## src/rtl/pid_pkg.sv

```systemverilog
package pid_pkg;
  // wide signed accumulator: holds any product/sum of the 17-bit error and 10-bit gain
  localparam int ACC_W = 48;
  typedef logic signed [ACC_W-1:0] acc_t;

  // gain * diff, then drop the fraction bits (arithmetic shift = floor)
  function automatic acc_t scaled_term(input acc_t diff, input acc_t gain, input int frac);
    acc_t prod;
    prod = diff * gain;
    return prod >>> frac;
  endfunction

  // second difference e(k) - 2e(k-1) + e(k-2)
  function automatic acc_t second_diff(input acc_t cur, input acc_t p1, input acc_t p2);
    return cur - (p1 <<< 1) + p2;
  endfunction
endpackage

```

## src/rtl/pid_err_hist.sv

```systemverilog
module pid_err_hist #(
  parameter int DATA_W = 16,
  localparam int EW = DATA_W + 1
) (
  input  logic                 clk,
  input  logic                 rst_n,
  input  logic                 step_en,
  input  logic [DATA_W-1:0]    setpoint,
  input  logic [DATA_W-1:0]    measured,
  output logic signed [EW-1:0] err_now,
  output logic signed [EW-1:0] err_p1,
  output logic signed [EW-1:0] err_p2
);
  assign err_now = $signed({setpoint[DATA_W-1], setpoint}) - $signed({measured[DATA_W-1], measured});

  always_ff @(posedge clk or negedge rst_n) begin
    if (!rst_n) begin
      err_p1 <= '0;
      err_p2 <= '0;
    end else if (step_en) begin
      err_p1 <= err_now;
      err_p2 <= err_p1;
    end
  end


  hist_shift_chk: assert property (@(posedge clk) disable iff (!rst_n)
    step_en |=> (err_p2 == $past(err_p1)) && (err_p1 == $past(err_now)));

  hist_hold_chk: assert property (@(posedge clk) disable iff (!rst_n)
    !step_en |=> $stable(err_p1) && $stable(err_p2));
endmodule

```

## src/rtl/pid_terms.sv

```systemverilog
module pid_terms
  import pid_pkg::*;
#(
  parameter int EW     = 17,
  parameter int GAIN_W = 10,
  parameter int FRAC   = 8
) (
  input  logic signed [EW-1:0] err_now,
  input  logic signed [EW-1:0] err_p1,
  input  logic signed [EW-1:0] err_p2,
  input  logic [GAIN_W-1:0]    kp,
  input  logic [GAIN_W-1:0]    ki,
  input  logic [GAIN_W-1:0]    kd,
  output acc_t                 incr
);
  acc_t e0, e1, e2, gp, gi, gd;
  acc_t t_p, t_i, t_d;

  assign e0 = acc_t'({{(ACC_W-EW){err_now[EW-1]}}, err_now});
  assign e1 = acc_t'({{(ACC_W-EW){err_p1[EW-1]}}, err_p1});
  assign e2 = acc_t'({{(ACC_W-EW){err_p2[EW-1]}}, err_p2});
  assign gp = acc_t'({{(ACC_W-GAIN_W){1'b0}}, kp});
  assign gi = acc_t'({{(ACC_W-GAIN_W){1'b0}}, ki});
  assign gd = acc_t'({{(ACC_W-GAIN_W){1'b0}}, kd});

  assign t_p  = scaled_term(e0 - e1, gp, FRAC);
  assign t_i  = scaled_term(e0, gi, FRAC);
  assign t_d  = scaled_term(second_diff(e0, e1, e2), gd, FRAC);
  assign incr = t_p + t_i + t_d;
endmodule

```

## src/rtl/pid_limit.sv

```systemverilog
module pid_limit
  import pid_pkg::*;
#(
  parameter int DATA_W  = 16,
  parameter int OUT_MAX = 4999
) (
  input  acc_t              raw_sum,
  output logic [DATA_W-1:0] clamped,
  output logic              sat_hi,
  output logic              sat_lo
);
  localparam acc_t MAX_A = acc_t'(OUT_MAX);

  assign sat_hi = (raw_sum > MAX_A);
  assign sat_lo = (raw_sum < 0);

  always_comb begin
    if (sat_hi)      clamped = MAX_A[DATA_W-1:0];
    else if (sat_lo) clamped = '0;
    else             clamped = raw_sum[DATA_W-1:0];
  end
endmodule

```

## src/rtl/pid_incr_core.sv

```systemverilog
module pid_incr_core
  import pid_pkg::*;
#(
  parameter int DATA_W  = 16,
  parameter int GAIN_W  = 10,
  parameter int FRAC    = 8,
  parameter int OUT_MAX = 4999
) (
  input  logic              clk,
  input  logic              rst_n,
  input  logic              step_en,
  input  logic [DATA_W-1:0] setpoint,
  input  logic [DATA_W-1:0] measured,
  input  logic [GAIN_W-1:0] kp,
  input  logic [GAIN_W-1:0] ki,
  input  logic [GAIN_W-1:0] kd,
  output logic [DATA_W-1:0] ctrl_out,
  output logic              out_valid
);
  localparam int EW = DATA_W + 1;

  logic signed [EW-1:0] err_now, err_p1, err_p2;
  acc_t                 incr, prev_out, raw_sum;
  logic [DATA_W-1:0]    next_out;
  logic                 sat_hi, sat_lo;

  pid_err_hist #(.DATA_W(DATA_W)) u_hist (
    .clk(clk), .rst_n(rst_n), .step_en(step_en),
    .setpoint(setpoint), .measured(measured),
    .err_now(err_now), .err_p1(err_p1), .err_p2(err_p2)
  );

  pid_terms #(.EW(EW), .GAIN_W(GAIN_W), .FRAC(FRAC)) u_terms (
    .err_now(err_now), .err_p1(err_p1), .err_p2(err_p2),
    .kp(kp), .ki(ki), .kd(kd), .incr(incr)
  );

  assign prev_out = acc_t'({{(ACC_W-DATA_W){1'b0}}, ctrl_out});
  assign raw_sum  = prev_out + incr;

  pid_limit #(.DATA_W(DATA_W), .OUT_MAX(OUT_MAX)) u_lim (
    .raw_sum(raw_sum), .clamped(next_out), .sat_hi(sat_hi), .sat_lo(sat_lo)
  );

  always_ff @(posedge clk or negedge rst_n) begin
    if (!rst_n) begin
      ctrl_out  <= '0;
      out_valid <= 1'b0;
    end else begin
      out_valid <= step_en;
      if (step_en) ctrl_out <= next_out;
    end
  end


  valid_after_step_chk: assert property (@(posedge clk) disable iff (!rst_n)
    step_en |=> out_valid);

  no_spurious_valid_chk: assert property (@(posedge clk) disable iff (!rst_n)
    !step_en |=> !out_valid);

  idle_hold_chk: assert property (@(posedge clk) disable iff (!rst_n)
    !step_en |=> $stable(ctrl_out));

  out_range_chk: assert property (@(posedge clk) disable iff (!rst_n)
    ctrl_out <= DATA_W'(OUT_MAX));

  sat_hi_chk: assert property (@(posedge clk) disable iff (!rst_n)
    (step_en && sat_hi) |=> ctrl_out == DATA_W'(OUT_MAX));

  sat_lo_chk: assert property (@(posedge clk) disable iff (!rst_n)
    (step_en && sat_lo) |=> ctrl_out == '0);

  sat_exclusive_chk: assert property (@(posedge clk) disable iff (!rst_n)
    !(sat_hi && sat_lo));
endmodule

```

## config.mk

```make
export PLATFORM = sky130hd
export DESIGN_NAME = pid_incr_core
export DESIGN_NICKNAME = d
export VERILOG_FILES = /design/src/rtl/pid_pkg.sv /design/src/rtl/pid_err_hist.sv /design/src/rtl/pid_terms.sv /design/src/rtl/pid_limit.sv /design/src/rtl/pid_incr_core.sv
export SDC_FILE = /design/constraint.sdc
export NUM_CORES = 2
export LEC_CHECK = 0
export ABC_CLOCK_PERIOD_IN_PS = 34500
export CAP_MARGIN = 20
export CORE_ASPECT_RATIO = 0.75
export CORE_MARGIN = 5
export CORE_UTILIZATION = 65
export DETAILED_ROUTE_END_ITERATION = 6
export DONT_BUFFER_PORTS = 1
export PLACE_DENSITY = 0.88
export REMOVE_ABC_BUFFERS = 1
export SLEW_MARGIN = 20
export SYNTH_ARGS = -nofsm -noshare
export SYNTH_HDL_FRONTEND = slang
export SYNTH_HIERARCHICAL = 1
export SYNTH_SLANG_ARGS = --single-unit
```

## constraint.sdc

```tcl
create_clock -name clk -period 34.5 [get_ports clk]
set_input_delay 5.175 -clock clk [delete_from_list [all_inputs] [get_ports clk]]
set_output_delay 5.175 -clock clk [all_outputs]
set_load 0.05 [all_outputs]
```

==> impl_summary.log <==
INFO  metric critPathLaunchType = primary input
INFO  metric via_count = 21900
INFO  metric critical_path.most_common_cell = fa_1
INFO  metric clockBufferDepth = 2
INFO  metric count_of_pins_over_their_slew_limit = 0
INFO  metric worst_hold_startpoint = u_hist/err_p2[9]$_DFFE_PN0P_
INFO  metric layout-drive-gt1-share = 0.0493
INFO  metric antenna_violating_nets_post_route = 0
INFO  metric grt_pass1_vias = 22900
INFO  metric worstMarginPinSlew = 1.08 ns
INFO  metric cts_tree = done
INFO  metric critical_path.top_delay_family = adder cells
INFO  metric vias_per_cell = 5.85
INFO  metric maxClockFrequency = 0.0494 GHz
INFO  metric crit_fanout = 71
INFO  metric route.detailed.wl_per_inst = 18.1 um
INFO  metric cts_resizes = 0
INFO  metric die-area = 48000 um2
INFO  metric router_iterations_before_antenna_repair = 6
INFO  metric initial_core_util = 0.656
INFO  metric postSynthAreaPerCell = 8.73 um2
INFO  metric detail_route.wirelength = 67900 um
INFO  metric endpoints_failing_setup = 0
INFO  metric min_delay_worst_endpoint = u_hist/err_p2[9]$_DFFE_PN0P_
INFO  metric holdCritPathClass = reg2reg
INFO  metric cp.arrival = 20.44 ns
INFO  metric pin_count_of_the_biggest_net_entering_global_routing = 72
INFO  metric io_pins = 82
INFO  metric synthCells = 3254
INFO  metric max_cap_violations = 0
INFO  metric drt_iter0_markers = 1951
INFO  metric antenna_violations_before_repair = 0
INFO  metric critical_path.max_stage_delay = 0.78 ns
INFO  metric numPlacedInstances = 3733
INFO  metric clock_period_minus_worst_slack = 20.24 ns
INFO  metric crit_required = 34.70 ns
INFO  metric postCtsSetupRepairBufs = 0
INFO  metric worst_r2r_startpoint = u_hist/err_p1[1]$_DFFE_PN0P_
INFO  metric timing.reg2reg.worst_path_depth = 50
INFO  metric cts-buffers-inserted = 5
INFO  metric std_cell_rows = 66
INFO  metric min_delay_path_depth = 1
INFO  metric timing.critical_path.buf_inv = 8
INFO  metric gp_congestion = 0.954
INFO  metric status = finished, final reports clean
INFO  metric grt_first_pass_wirelength = 113000 um
INFO  metric die_height = 191 um
INFO  metric setup_repair_after_global_routing_missed_its_margin = false
INFO  metric endpoint_kind = flop
INFO  metric hold_viol_final = 0
INFO  metric ys.warnings.count = 6
INFO  metric htree_num_levels = 2
INFO  metric layout.cells.non_filler = 3741
INFO  metric reg2reg_setup_slack = 19.90 ns
INFO  metric layout.cells.most_common = inv_1
INFO  metric clock-sinks = 51
INFO  metric n_antenna_cell = 0
INFO  metric holdBufCountCts = 0
INFO  metric type_of_the_setup_path_with_the_least_slack = in2reg
INFO  metric detailedPlacementHpwl = 56000 um
INFO  metric clock_tree.root_cell = clkbuf_16
INFO  metric portBuffers = 0
INFO  metric synth.cell_area = 28400 um2
INFO  metric grt_remaining_overflow = 0
INFO  metric area_growth_syn_to_layout = 1.75%
INFO  metric coreArea = 43300 um2
INFO  metric grtUsageTotal = 0.288
INFO  metric r2r_endpoint = ctrl_out[0]$_DFFE_PN0P_
INFO  metric crit_path_top_delay_cell = xnor2_1
INFO  metric setup-tns-final = 0 ns
INFO  metric holdWs = 0.509 ns
INFO  metric die_x = 251 um
INFO  metric insertion_delay = 0.31 ns
INFO  metric layout_common_cells = inv_1, fa_1, nand2_1
INFO  metric final_nets = 4037
INFO  metric maxSlewHeadroom = 0.276
INFO  metric finClkSkew = 0.0132 ns
INFO  metric drc_errors = 0
INFO  metric cts.clk_slew.worst_paths = 0.07 ns
INFO  metric min_period_over_period = 0.587
-- through the flow --
step / cell area (um2) / utilization / setup WS, ns
3_3_place_gp: 28700 / 0.664 / 14.54
3_5_place_dp: 28700 / 0.664 / 14.22
4_1_cts: 28900 / 0.668 / 14.48
6_report: 28900 / 0.668 / 14.26
2_1_floorplan: 27800 / - / 10.72
5_1_grt: 28900 / 0.668 / 13.01
-- worst max path at each step --
stage | depth (start not counted) | from | endpoint | slack, ns
4_1_cts | 56 | measured[4] | ctrl_out[2]$_DFFE_PN0P_ | 14.48
3_5_place_dp | 55 | measured[4] | ctrl_out[2]$_DFFE_PN0P_ | 14.22
5_1_grt | 54 | setpoint[0] | ctrl_out[2]$_DFFE_PN0P_ | 13.01
2_1_floorplan | 52 | setpoint[0] | ctrl_out[0]$_DFFE_PN0P_ | 10.72
6_report | 54 | setpoint[0] | ctrl_out[0]$_DFFE_PN0P_ | 14.26
3_3_place_gp | 56 | measured[4] | ctrl_out[1]$_DFFE_PN0P_ | 14.54
-- state kept, by name (all words and copies together), names as in the netlist --
| signal | count |
|---|---|
| u_hist/err_p1 | 17 |
| u_hist/err_p2 | 17 |
| ctrl_out | 16 |
| out_valid | 1 |
-- area by class of cell --
| type | count | area (um2) |
|---|---|---|
| Timing Repair Buffer | 28 | 210 |
| Inverter | 688 | 2580 |
| Multi-Input combinational cell | 2388 | 23900 |
| Tap cell | 578 | 723 |
| Clock inverter | 2 | 16.3 |
| Clock buffer | 6 | 139 |
| Fill cell | 3321 | 14400 |
| Sequential cell | 51 | 1280 |
-- routing by layer --
layer  GRT usage  wire, um  vias up  part of all wire
met4      0.0552      1330        0             0.020
li1            -         -     9968                 -
met2       0.470     31400     1011              0.46
met3      0.0732      6970      103              0.10
met1       0.396     28200    10800              0.41
met5           0         0        -                 0
Power is left out: the tool's default activity adds up to more than one toggle a clock period on the data nets, which glitch-free logic cannot reach.
